[src/rtl/xbar_pkg.sv]
package xbar_pkg;
  localparam int REG_W  = 32;
  localparam int SRC_W  = 5;
  localparam int PSEL_W = 4;
  localparam logic [SRC_W-1:0] PEER_CODE0 = 5'd16;

  typedef struct packed {
    logic             master;
    logic             d1_tx;
    logic             d2_tx;
    logic [SRC_W-1:0] src;
  } port_cfg_t;

  typedef struct packed {
    logic [PSEL_W-1:0] d2_sel;
    logic [PSEL_W-1:0] d1_sel;
    logic [PSEL_W-1:0] clk_sel;
  } ctrl_cfg_t;

  typedef struct packed {
    logic bclk;
    logic fs;
    logic d1;
    logic d2;
  } lines_t;

  function automatic logic [REG_W-1:0] port_pack(port_cfg_t c);
    return {c.master, c.d1_tx, c.d2_tx, {(REG_W-3-SRC_W){1'b0}}, c.src};
  endfunction

  function automatic logic [REG_W-1:0] ctrl_pack(ctrl_cfg_t c);
    return {c.d2_sel, c.d1_sel, {(REG_W-3*PSEL_W){1'b0}}, c.clk_sel};
  endfunction
endpackage

[src/rtl/xbar_regs.sv]
module xbar_regs
  import xbar_pkg::*;
#(
  parameter int N_PORT    = 5,
  parameter int N_CTRL    = 3,
  parameter int ADDR_W    = 8,
  parameter int PORT_BASE = 0,
  parameter int CTRL_BASE = 64
) (
  input  logic                         clk_i,
  input  logic                         rst_ni,
  input  logic                         req_i,
  input  logic                         we_i,
  input  logic [ADDR_W-1:0]            addr_i,
  input  logic [REG_W-1:0]             wdata_i,
  output logic                         ready_o,
  output logic [REG_W-1:0]             rdata_o,
  output port_cfg_t [N_PORT-1:0]       port_cfg_o,
  output ctrl_cfg_t [N_CTRL-1:0]       ctrl_cfg_o
);
  localparam int STRIDE = 4;

  logic [N_PORT-1:0] port_hit;
  logic [N_CTRL-1:0] ctrl_hit;
  logic              wr_en;
  logic [REG_W-1:0]  rd_mux;
  logic              unused_wdata;

  assign wr_en        = req_i & we_i;
  assign unused_wdata = ^wdata_i[23:5];

  for (genvar p = 0; p < N_PORT; p++) begin : g_port
    port_cfg_t q;
    assign port_hit[p] = (addr_i == ADDR_W'(PORT_BASE + STRIDE * p));
    always_ff @(posedge clk_i or negedge rst_ni) begin
      if (!rst_ni) begin
        q <= '0;
      end else if (wr_en && port_hit[p]) begin
        q.master <= wdata_i[31];
        q.d1_tx  <= wdata_i[30];
        q.d2_tx  <= wdata_i[29];
        q.src    <= wdata_i[SRC_W-1:0];
      end
    end
    assign port_cfg_o[p] = q;
  end

  for (genvar c = 0; c < N_CTRL; c++) begin : g_ctrl
    ctrl_cfg_t q;
    assign ctrl_hit[c] = (addr_i == ADDR_W'(CTRL_BASE + STRIDE * c));
    always_ff @(posedge clk_i or negedge rst_ni) begin
      if (!rst_ni) begin
        q <= '0;
      end else if (wr_en && ctrl_hit[c]) begin
        q.d2_sel  <= wdata_i[31:28];
        q.d1_sel  <= wdata_i[27:24];
        q.clk_sel <= wdata_i[PSEL_W-1:0];
      end
    end
    assign ctrl_cfg_o[c] = q;
  end

  always_comb begin
    rd_mux = '0;
    for (int p = 0; p < N_PORT; p++)
      if (port_hit[p]) rd_mux = rd_mux | port_pack(port_cfg_o[p]);
    for (int c = 0; c < N_CTRL; c++)
      if (ctrl_hit[c]) rd_mux = rd_mux | ctrl_pack(ctrl_cfg_o[c]);
  end

  always_ff @(posedge clk_i or negedge rst_ni) begin
    if (!rst_ni) begin
      ready_o <= 1'b0;
      rdata_o <= '0;
    end else begin
      ready_o <= req_i;
      rdata_o <= (req_i && !we_i) ? rd_mux : '0;
    end
  end
endmodule

[src/rtl/xbar_port_route.sv]
module xbar_port_route
  import xbar_pkg::*;
#(
  parameter int N_PORT = 5,
  parameter int N_CTRL = 3
) (
  input  port_cfg_t               cfg_i,
  input  lines_t [N_CTRL-1:0]     ctrl_tx_i,
  input  lines_t [N_PORT-1:0]     pin_in_i,
  output lines_t                  pin_o,
  output lines_t                  pin_oe_o
);
  always_comb begin
    pin_o    = '0;
    pin_oe_o = '0;
    // controller feeds the port: controller always owns the clocks
    for (int c = 0; c < N_CTRL; c++) begin
      if (cfg_i.src == SRC_W'(c)) begin
        pin_o.bclk    = ctrl_tx_i[c].bclk;
        pin_o.fs      = ctrl_tx_i[c].fs;
        pin_oe_o.bclk = 1'b1;
        pin_oe_o.fs   = 1'b1;
        if (cfg_i.d1_tx) begin
          pin_o.d1    = ctrl_tx_i[c].d1;
          pin_oe_o.d1 = 1'b1;
        end
        if (cfg_i.d2_tx) begin
          pin_o.d2    = ctrl_tx_i[c].d2;
          pin_oe_o.d2 = 1'b1;
        end
      end
    end
    // port-to-port bridge: a master leaves its clock pads undriven
    for (int q = 0; q < N_PORT; q++) begin
      if (cfg_i.src == PEER_CODE0 + SRC_W'(q)) begin
        if (!cfg_i.master) begin
          pin_o.bclk    = pin_in_i[q].bclk;
          pin_o.fs      = pin_in_i[q].fs;
          pin_oe_o.bclk = 1'b1;
          pin_oe_o.fs   = 1'b1;
        end
        if (cfg_i.d1_tx) begin
          pin_o.d1    = pin_in_i[q].d1;
          pin_oe_o.d1 = 1'b1;
        end
        if (cfg_i.d2_tx) begin
          pin_o.d2    = pin_in_i[q].d2;
          pin_oe_o.d2 = 1'b1;
        end
      end
    end
  end
endmodule

[src/rtl/xbar_ctrl_route.sv]
module xbar_ctrl_route
  import xbar_pkg::*;
#(
  parameter int N_PORT = 5
) (
  input  ctrl_cfg_t               cfg_i,
  input  lines_t [N_PORT-1:0]     pin_in_i,
  output lines_t                  ctrl_rx_o
);
  always_comb begin
    ctrl_rx_o = '0;
    for (int q = 0; q < N_PORT; q++) begin
      if (cfg_i.clk_sel == PSEL_W'(q)) begin
        ctrl_rx_o.bclk = pin_in_i[q].bclk;
        ctrl_rx_o.fs   = pin_in_i[q].fs;
      end
      if (cfg_i.d1_sel == PSEL_W'(q)) ctrl_rx_o.d1 = pin_in_i[q].d1;
      if (cfg_i.d2_sel == PSEL_W'(q)) ctrl_rx_o.d2 = pin_in_i[q].d2;
    end
  end
endmodule

[src/rtl/audio_xbar.sv]
module audio_xbar
  import xbar_pkg::*;
#(
  parameter int N_PORT    = 5,
  parameter int N_CTRL    = 3,
  parameter int ADDR_W    = 8,
  parameter int PORT_BASE = 0,
  parameter int CTRL_BASE = 64
) (
  input  logic              clk_i,
  input  logic              rst_ni,
  input  logic              req_i,
  input  logic              we_i,
  input  logic [ADDR_W-1:0] addr_i,
  input  logic [31:0]       wdata_i,
  output logic              ready_o,
  output logic [31:0]       rdata_o,
  input  logic [N_PORT-1:0] port_bclk_i,
  input  logic [N_PORT-1:0] port_fs_i,
  input  logic [N_PORT-1:0] port_d1_i,
  input  logic [N_PORT-1:0] port_d2_i,
  output logic [N_PORT-1:0] port_bclk_o,
  output logic [N_PORT-1:0] port_bclk_oe_o,
  output logic [N_PORT-1:0] port_fs_o,
  output logic [N_PORT-1:0] port_fs_oe_o,
  output logic [N_PORT-1:0] port_d1_o,
  output logic [N_PORT-1:0] port_d1_oe_o,
  output logic [N_PORT-1:0] port_d2_o,
  output logic [N_PORT-1:0] port_d2_oe_o,
  input  logic [N_CTRL-1:0] ctrl_bclk_i,
  input  logic [N_CTRL-1:0] ctrl_fs_i,
  input  logic [N_CTRL-1:0] ctrl_d1_i,
  input  logic [N_CTRL-1:0] ctrl_d2_i,
  output logic [N_CTRL-1:0] ctrl_bclk_o,
  output logic [N_CTRL-1:0] ctrl_fs_o,
  output logic [N_CTRL-1:0] ctrl_d1_o,
  output logic [N_CTRL-1:0] ctrl_d2_o
);
  port_cfg_t [N_PORT-1:0] port_cfg;
  ctrl_cfg_t [N_CTRL-1:0] ctrl_cfg;
  lines_t    [N_PORT-1:0] pin_in, pin_out, pin_oe;
  lines_t    [N_CTRL-1:0] ctrl_tx, ctrl_rx;

  xbar_regs #(
    .N_PORT(N_PORT), .N_CTRL(N_CTRL), .ADDR_W(ADDR_W),
    .PORT_BASE(PORT_BASE), .CTRL_BASE(CTRL_BASE)
  ) u_regs (
    .clk_i, .rst_ni, .req_i, .we_i, .addr_i, .wdata_i,
    .ready_o, .rdata_o,
    .port_cfg_o(port_cfg),
    .ctrl_cfg_o(ctrl_cfg)
  );

  for (genvar p = 0; p < N_PORT; p++) begin : g_port
    assign pin_in[p] = {port_bclk_i[p], port_fs_i[p], port_d1_i[p], port_d2_i[p]};

    xbar_port_route #(.N_PORT(N_PORT), .N_CTRL(N_CTRL)) u_route (
      .cfg_i    (port_cfg[p]),
      .ctrl_tx_i(ctrl_tx),
      .pin_in_i (pin_in),
      .pin_o    (pin_out[p]),
      .pin_oe_o (pin_oe[p])
    );

    assign port_bclk_o[p]    = pin_out[p].bclk;
    assign port_fs_o[p]      = pin_out[p].fs;
    assign port_d1_o[p]      = pin_out[p].d1;
    assign port_d2_o[p]      = pin_out[p].d2;
    assign port_bclk_oe_o[p] = pin_oe[p].bclk;
    assign port_fs_oe_o[p]   = pin_oe[p].fs;
    assign port_d1_oe_o[p]   = pin_oe[p].d1;
    assign port_d2_oe_o[p]   = pin_oe[p].d2;
  end

  for (genvar c = 0; c < N_CTRL; c++) begin : g_ctrl
    assign ctrl_tx[c] = {ctrl_bclk_i[c], ctrl_fs_i[c], ctrl_d1_i[c], ctrl_d2_i[c]};

    xbar_ctrl_route #(.N_PORT(N_PORT)) u_route (
      .cfg_i    (ctrl_cfg[c]),
      .pin_in_i (pin_in),
      .ctrl_rx_o(ctrl_rx[c])
    );

    assign ctrl_bclk_o[c] = ctrl_rx[c].bclk;
    assign ctrl_fs_o[c]   = ctrl_rx[c].fs;
    assign ctrl_d1_o[c]   = ctrl_rx[c].d1;
    assign ctrl_d2_o[c]   = ctrl_rx[c].d2;
  end
endmodule

[config.mk]
export PLATFORM = sky130hd
export DESIGN_NAME = audio_xbar
export DESIGN_NICKNAME = d
export VERILOG_FILES = /design/src/rtl/xbar_pkg.sv /design/src/rtl/xbar_regs.sv /design/src/rtl/xbar_port_route.sv /design/src/rtl/xbar_ctrl_route.sv /design/src/rtl/audio_xbar.sv
export SDC_FILE = /design/constraint.sdc
export NUM_CORES = 1
export LEC_CHECK = 0
export ABC_AREA = 1
export BUFFER_PORTS_ARGS = -buffer_cell sky130_fd_sc_hd__buf_4
export CORE_UTILIZATION = 30
export DETAILED_ROUTE_END_ITERATION = 8
export SYNTH_ARGS = -nofsm -noshare
export SYNTH_HDL_FRONTEND = slang
export SYNTH_HIERARCHICAL = 1
export SYNTH_SLANG_ARGS = --single-unit
[constraint.sdc]
create_clock -name clk_i -period 1.95 [get_ports clk_i]
set_input_delay 0.195 -clock clk_i [delete_from_list [all_inputs] [get_ports clk_i]]
set_output_delay 0.195 -clock clk_i [all_outputs]
set_load 0.005 [all_outputs]
==> results by group, run 1 <==
Status
  • Status: finished with violations
  • Failing checks: negative setup slack

Detailed routing
  • Vias: approximately 9100
  • First DRT Iteration DRCs: 878
  • Pre-antenna DRT Iters: 5
  • Routed Antenna Nets: 0
  • Post-route DRC: 0
  • Drt total wl: between 30000 and 40000 µm
  • Average wire per standard cell: 17.6 µm
  • Routed vias/inst: 5.14

Hold path
  • Hold path depth: 3
  • Hold wc startpoint: wdata_i[1]
  • Hold Path Sink: u_regs/port_cfg_o[33]
  • Hold Path Class: in -> reg

Placed design
  • Placed cells: 1710
  • Detail Placement HPWL: around 22000 µm
  • Setup WS pre-CTS: 110 ps
  • # port buffers: 122
  • Gpl congestion: roughly 0.9

GRT
  • Grt ovf: 0
  • First-pass GRT wire length: 46900 µm
  • Vias in the first global route: 8264
  • GRT Total Usage: a little under a quarter
  • Largest net degree at the start of global routing: 41
  • Initial antenna violation count: 1

Logic synthesis
  • Async SR Flop Fraction: between 90% and 100%
  • Yosys warns: 6
  • Synth cell types: 32
  • Cells after Synth: 1255
  • Sequential share of the synthesized area: about 28%
  • Avg Cell Area, Syn: 6.36 µm²
  • Number of flops mapped to enable cells by yosys: 0
  • Yosys reg bits: 90
  • Primary FF master, synth: dfrtp_1
  • Mapped cell area: 7990 µm²

Critical path
  • CP Capture Type: output port
  • Setup CP Type: reg -> out
  • Worst r2r dst: u_regs/rdata_o[30]
  • CP Max Fanout: 6
  • R2R cell count: 5
  • Crit path required time: around 1800 ps
  • Critical R2R Launch: u_regs/port_cfg_o[30]
  • Startpoint Class: flip-flop
  • Worst Path Arrival: between 1500 and 2000 ps
  • R2R setup slack: ~660 ps

Clocking
  • Maximum root-to-sink buffer count: 2
  • CTS tree: done
  • Max H-tree Level: 3
  • Root Buffer: clkbuf_16
  • Reg clk slew, reported paths: 70 ps
  • Cts bufs inserted: 9
  • Worst skew pair latency: 350 ps
  • Sink Count: 90

STA
  • Count of final setup violators: 27
  • Clock Skews: 7.72 ps
  • F_max: 485 MHz
  • RSZ-0062 raised after global routing: yes
  • Final Max Tran Viols: 0
  • Period minus WS final: 2060 ps
  • Crit share post-route: 106%
  • Final WS setup: -112 ps
  • Final Hold Viols: 0

Die
  • Initial Util: a little under a third
  • Chip width: ~170 µm
  • Row count: 59
  • Die area: roughly 27000 µm²
  • Number of I/O pins: 161
  • CORE AREA: 26100 µm²
  • Die Y: approximately 170 µm

Power
  • Power density over the cells: 487 nW/µm²
  • Max VDD drop: 0.000432 V
  • Leak pwr: 5.39 nW

Finish
  • Synth-to-layout area growth: 30.2%
  • Diode count: 0
  • Layout cells sized above 1: approximately 28%
  • Layout fillers: 2800
  • Layout Cells excl Fill: 1769
  • Layout net count: between 1500 and 2000
  • Most common cell after layout, fill and taps aside: nand2_1
  • Commonest cells after routing, fill and taps aside: nand2_1, buf_4, inv_1

Flow run
  • Max_cap viols: 0
==> where the power goes <==
part           switching, mW  internal (mW)
clock network          0.732           1.12
logic                  0.726          0.478
registers             0.0899           1.92
total                   1.55           3.51
==> timing repair <==
action,in CTS,in global routing
hold endpoints to repair,36,0
endpoints found under the setup margin,40,40
buffers inserted,29,10
gates resized for setup,82,57
cloned,2,1
pin swaps,27,49
hold buffers,2,0
==> final cells by class <==
cell class / count / area (µm²) / share of cell area, %
clock buffers: 10 / 229 / 2.20
repair inverters: 1 / 7.51 / 0.0722
repair buffers: 207 / 1720 / 16.5
multi-input cells: 948 / 5020 / 48.3
inverters: 173 / 653 / 6.28
flip-flops and latches: 90 / 2270 / 21.9
well taps: 335 / 419 / 4.03
clock inverters: 5 / 78.8 / 0.758
==> routing by layer <==
layer | vias up | part of all wire, % | global-route usage (%)
met5 | - | 0 | 0
met4 | 0 | 3.8 | 9.05
met3 | 65 | 8.4 | 3.27
met2 | 435 | 43 | 35.2
met1 | 4199 | 44 | 31.8
li1 | 4393 | - | -
==> worst max-delay path: stages, from the launching register on <==
cell	delay [ps]
dfrtp_1	410
nor2_4	190
clkbuf_16	180
nand4_1	200
nor2_2	210
a21oi_1	60
nand2_1	80
nand3_2	50
buf_4	130
==> Yosys cell counts, types with 5 or more instances <==
cell type	number	area share, %
a21oi_1	39	2.4
buf_2	13	0.81
buf_4	27	2.5
buf_6	13	1.8
clkbuf_1	5	0.24
clkbuf_8	5	0.86
dfrtp_1	90	28
inv_1	164	7.7
inv_2	9	0.42
nand2_1	341	16
nand2_2	7	0.55
nand3_1	152	9.5
nand3_2	15	1.9
nand3b_1	21	2.0
nand4_1	76	6.0
nor2_1	137	6.4
nor2_2	24	1.9
nor2_4	10	1.4
nor3_1	5	0.31
o211ai_1	5	0.47
o21ai_0	44	2.8
o21ai_1	7	0.44
o21ai_2	22	2.4
o21bai_1	5	0.47
or2_0	6	0.47
==> sequential cells by signal (all words and copies together) (netlist names) <==
register and cells:
u_regs/rdata_o 13, u_regs/ready_o 1, u_regs/port_cfg_o 40, u_regs/ctrl_cfg_o 36
==> worst max-delay path by stage <==
stage / from / to / slack, ps / cells after the start
6_report: u_regs/port_cfg_o[18] / port_bclk_o[2] / -110 / 8
5_1_grt: u_regs/port_cfg_o[24] / port_fs_o[3] / -240 / 10
4_1_cts: u_regs/port_cfg_o[25] / port_fs_o[3] / -70 / 10
3_5_place_dp: u_regs/port_cfg_o[19] / port_bclk_o[2] / 110 / 7
3_3_place_gp: u_regs/port_cfg_o[17] / port_bclk_o[2] / 140 / 9
2_1_floorplan: u_regs/port_cfg_o[28] / port_bclk_oe_o[3] / 400 / 8
==> logic make-up after synthesis <==
kind of cell / synth area share (%)
compound gates: 9.21
buf+inv: 14.4
flops: 28.2
other cells: 0.0470
simple gates: 48.1
==> per-stage QoR <==
stage / area, µm² / total power, mW / hold slack [ps] / util, % / TNS, ps
2_1_floorplan: 8050 / 2.55 / -101 / - / 0
4_1_cts: 10100 / 5.03 / 56.0 / 38.7 / -503
3_5_place_dp: 9220 / 3.06 / 202 / 35.4 / 0
3_3_place_gp: 9220 / 3.05 / 204 / 35.4 / 0
5_1_grt: 10400 / 5.28 / 78.1 / 39.9 / -4440
6_report: 10400 / 5.06 / 62.5 / 39.9 / -1410
Power figures use the tool's default switching activity.
==> run 2, diff against run 1 <==
CORE_UTILIZATION = 45   (was 30)
PLACE_DENSITY = 0.67   (was default)
TNS_END_PERCENT = 20   (was default)
==> results by group, run 2 (same netlist as run 1, synthesis figures left out) <==
Hold path
  • Hold Path Class: in -> reg
  • Hold Path Sink: u_regs/port_cfg_o[37]
  • Hold path depth: 3
  • Hold wc startpoint: wdata_i[29]

Power
  • Total Power: 4.84 mW
  • Max VDD drop: around 0.00046 V
  • Leak pwr: 5.26 nW
  • Power density over the cells: 484 nW/µm²

Clocking
  • Maximum root-to-sink buffer count: 2
  • CTS tree: done
  • Cts bufs inserted: 9
  • Worst skew pair latency: 340 ps
  • Max H-tree Level: 3
  • Reg clk slew, reported paths: approximately 70 ps
  • Root Buffer: clkbuf_16
  • Sink Count: 90

Finish
  • Most common cell after layout, fill and taps aside: nand2_1
  • Layout net count: 1491
  • Register area: ~2300 µm²
  • Diode count: 0
  • Final Util: between 50% and 60%
  • Layout cells sized above 1: 26.2%
  • Max reg flops: 40
  • Synth-to-layout area growth: 25.2%
  • Multi-input logic area: 4950 µm²
  • Layout fillers: 1724
  • Commonest cells after routing, fill and taps aside: nand2_1, buf_4, inv_1
  • Layout Cells excl Fill: 1645
  • Final Instance Area: 10000 µm²

Critical path
  • Setup CP Type: reg -> out
  • Crit path required time: 1750 ps
  • R2R setup slack: 670 ps
  • Worst Path Arrival: about 1900 ps
  • Startpoint Class: flip-flop
  • Worst r2r dst: u_regs/rdata_o[4]
  • CP Capture Type: output port
  • R2R cell count: 6
  • CP Max Fanout: 6
  • Critical R2R Launch: u_regs/port_cfg_o[36]

GRT
  • Initial antenna violation count: 0
  • Largest net degree at the start of global routing: 38
  • Grt ovf: 0
  • GRT Total Usage: between 30% and 40%
  • First-pass GRT wire length: 43600 µm
  • Vias in the first global route: 7905

STA
  • Final WS setup: -116 ps
  • Count of final setup violators: 22
  • Max-slew headroom: 53.7%
  • F_max: 484 MHz
  • RSZ-0062 raised after global routing: yes
  • Final Hold Viols: 0
  • Period minus WS final: between 2000 and 2500 ps
  • TNS Setup: -875 ps
  • Clock Skews: 5.50 ps
  • Crit share post-route: 106%
  • Hold Slack: 66.5 ps
  • Final Max Tran Viols: 0
  • Worst-Margin Slew: 689 ps

Detailed routing
  • Pre-antenna DRT Iters: 6
  • Routed Antenna Nets: 0
  • First DRT Iteration DRCs: 879
  • Routed vias/inst: 5.47
  • Post-route DRC: 0
  • Drt total wl: 28900 µm
  • Average wire per standard cell: 17.6 µm
  • Vias: approximately 9000

Placed design
  • Placed cells: 1587
  • Gpl congestion: 0.959
  • Detail Placement HPWL: 20400 µm
  • Setup WS pre-CTS: 130 ps
  • # port buffers: between 100 and 150
  • Cell Area, Placed: 8990 µm²

Die
  • Row count: 48
  • Number of I/O pins: 161
  • Die Y: 135 µm
  • Initial Util: 46.2%
  • Die area: 18300 µm²
  • CORE AREA: 17300 µm²
  • Chip width: roughly 140 µm

Flow run
  • Max_cap viols: 0

Status
  • Failing checks: negative setup slack
  • Status: finished with violations
-- run 2: changes by cell type in the layout (fill, tap and decap cells not counted), sizes merged --
cell,change
bufinv,-2
clkinvlp,+2
nor2,+2
buf,-16
inv,+2
clkinv,-2
-- run 2: area by class of cell --
type / instances / area share (%)
Clock buffer: 10 / 2.39
Clock inverter: 6 / 0.488
Inverter: 173 / 6.53
Multi-Input combinational cell: 950 / 49.5
Sequential cell: 90 / 22.8
Tap cell: 225 / 2.81
Timing Repair Buffer: 191 / 15.5
-- run 2: how the worst max path moves through the flow --
stage                                    to                  start  slack [ps]  cells past startpoint
after floorplan           port_bclk_oe_o[3]  u_regs/port_cfg_o[28]         400                      8
after global placement         port_fs_o[4]  u_regs/port_cfg_o[33]         120                      9
after detailed placement     port_bclk_o[0]   u_regs/port_cfg_o[2]         130                      7
after CTS                    port_bclk_o[3]  u_regs/port_cfg_o[24]         -40                     10
after global routing         port_bclk_o[1]  u_regs/port_cfg_o[11]        -180                     12
final                          port_d1_o[1]  u_regs/port_cfg_o[11]        -120                     12
-- run 2: worst max-delay path: stages (launching register included) --
cell     delay (ps)
dfrtp_2         430
nor2_4           70
buf_4           130
buf_4           140
nand2_1          80
nor2_2           40
nand2_1          50
nand2_1          40
nor2_1          110
nand3_1          80
nor2_1          110
nand3_1         100
buf_4           150
-- run 2: layer usage --
| metal | part of all wire, % | global-route usage, % | routed length (µm) | vias up |
|---|---|---|---|---|
| met3 | 9.2 | 3.59 | 2650 | 88 |
| met4 | 4.6 | 15.5 | 1330 | 0 |
| met5 | 0 | 0 | 0 | - |
| met2 | 45 | 49.6 | 13100 | 457 |
| li1 | - | - | - | 4361 |
| met1 | 41 | 43.0 | 11800 | 4099 |
-- run 2: what timing repair did --
item,4_1_cts,5_1_grt
gates cloned,4,1
hold endpoints to repair,35,0
resized for setup,82,30
pin swaps,25,31
setup buffers,26,10
setup endpoints to repair,40,40
hold buffers,2,0
-- run 2: report_power, final --
group	internal (mW)	switching, mW	leakage [nW]
Sequential	1.92	0.0934	1.18
Clock	0.912	0.763	0.132
Combinational	0.457	0.691	3.94
Total	3.29	1.55	5.26
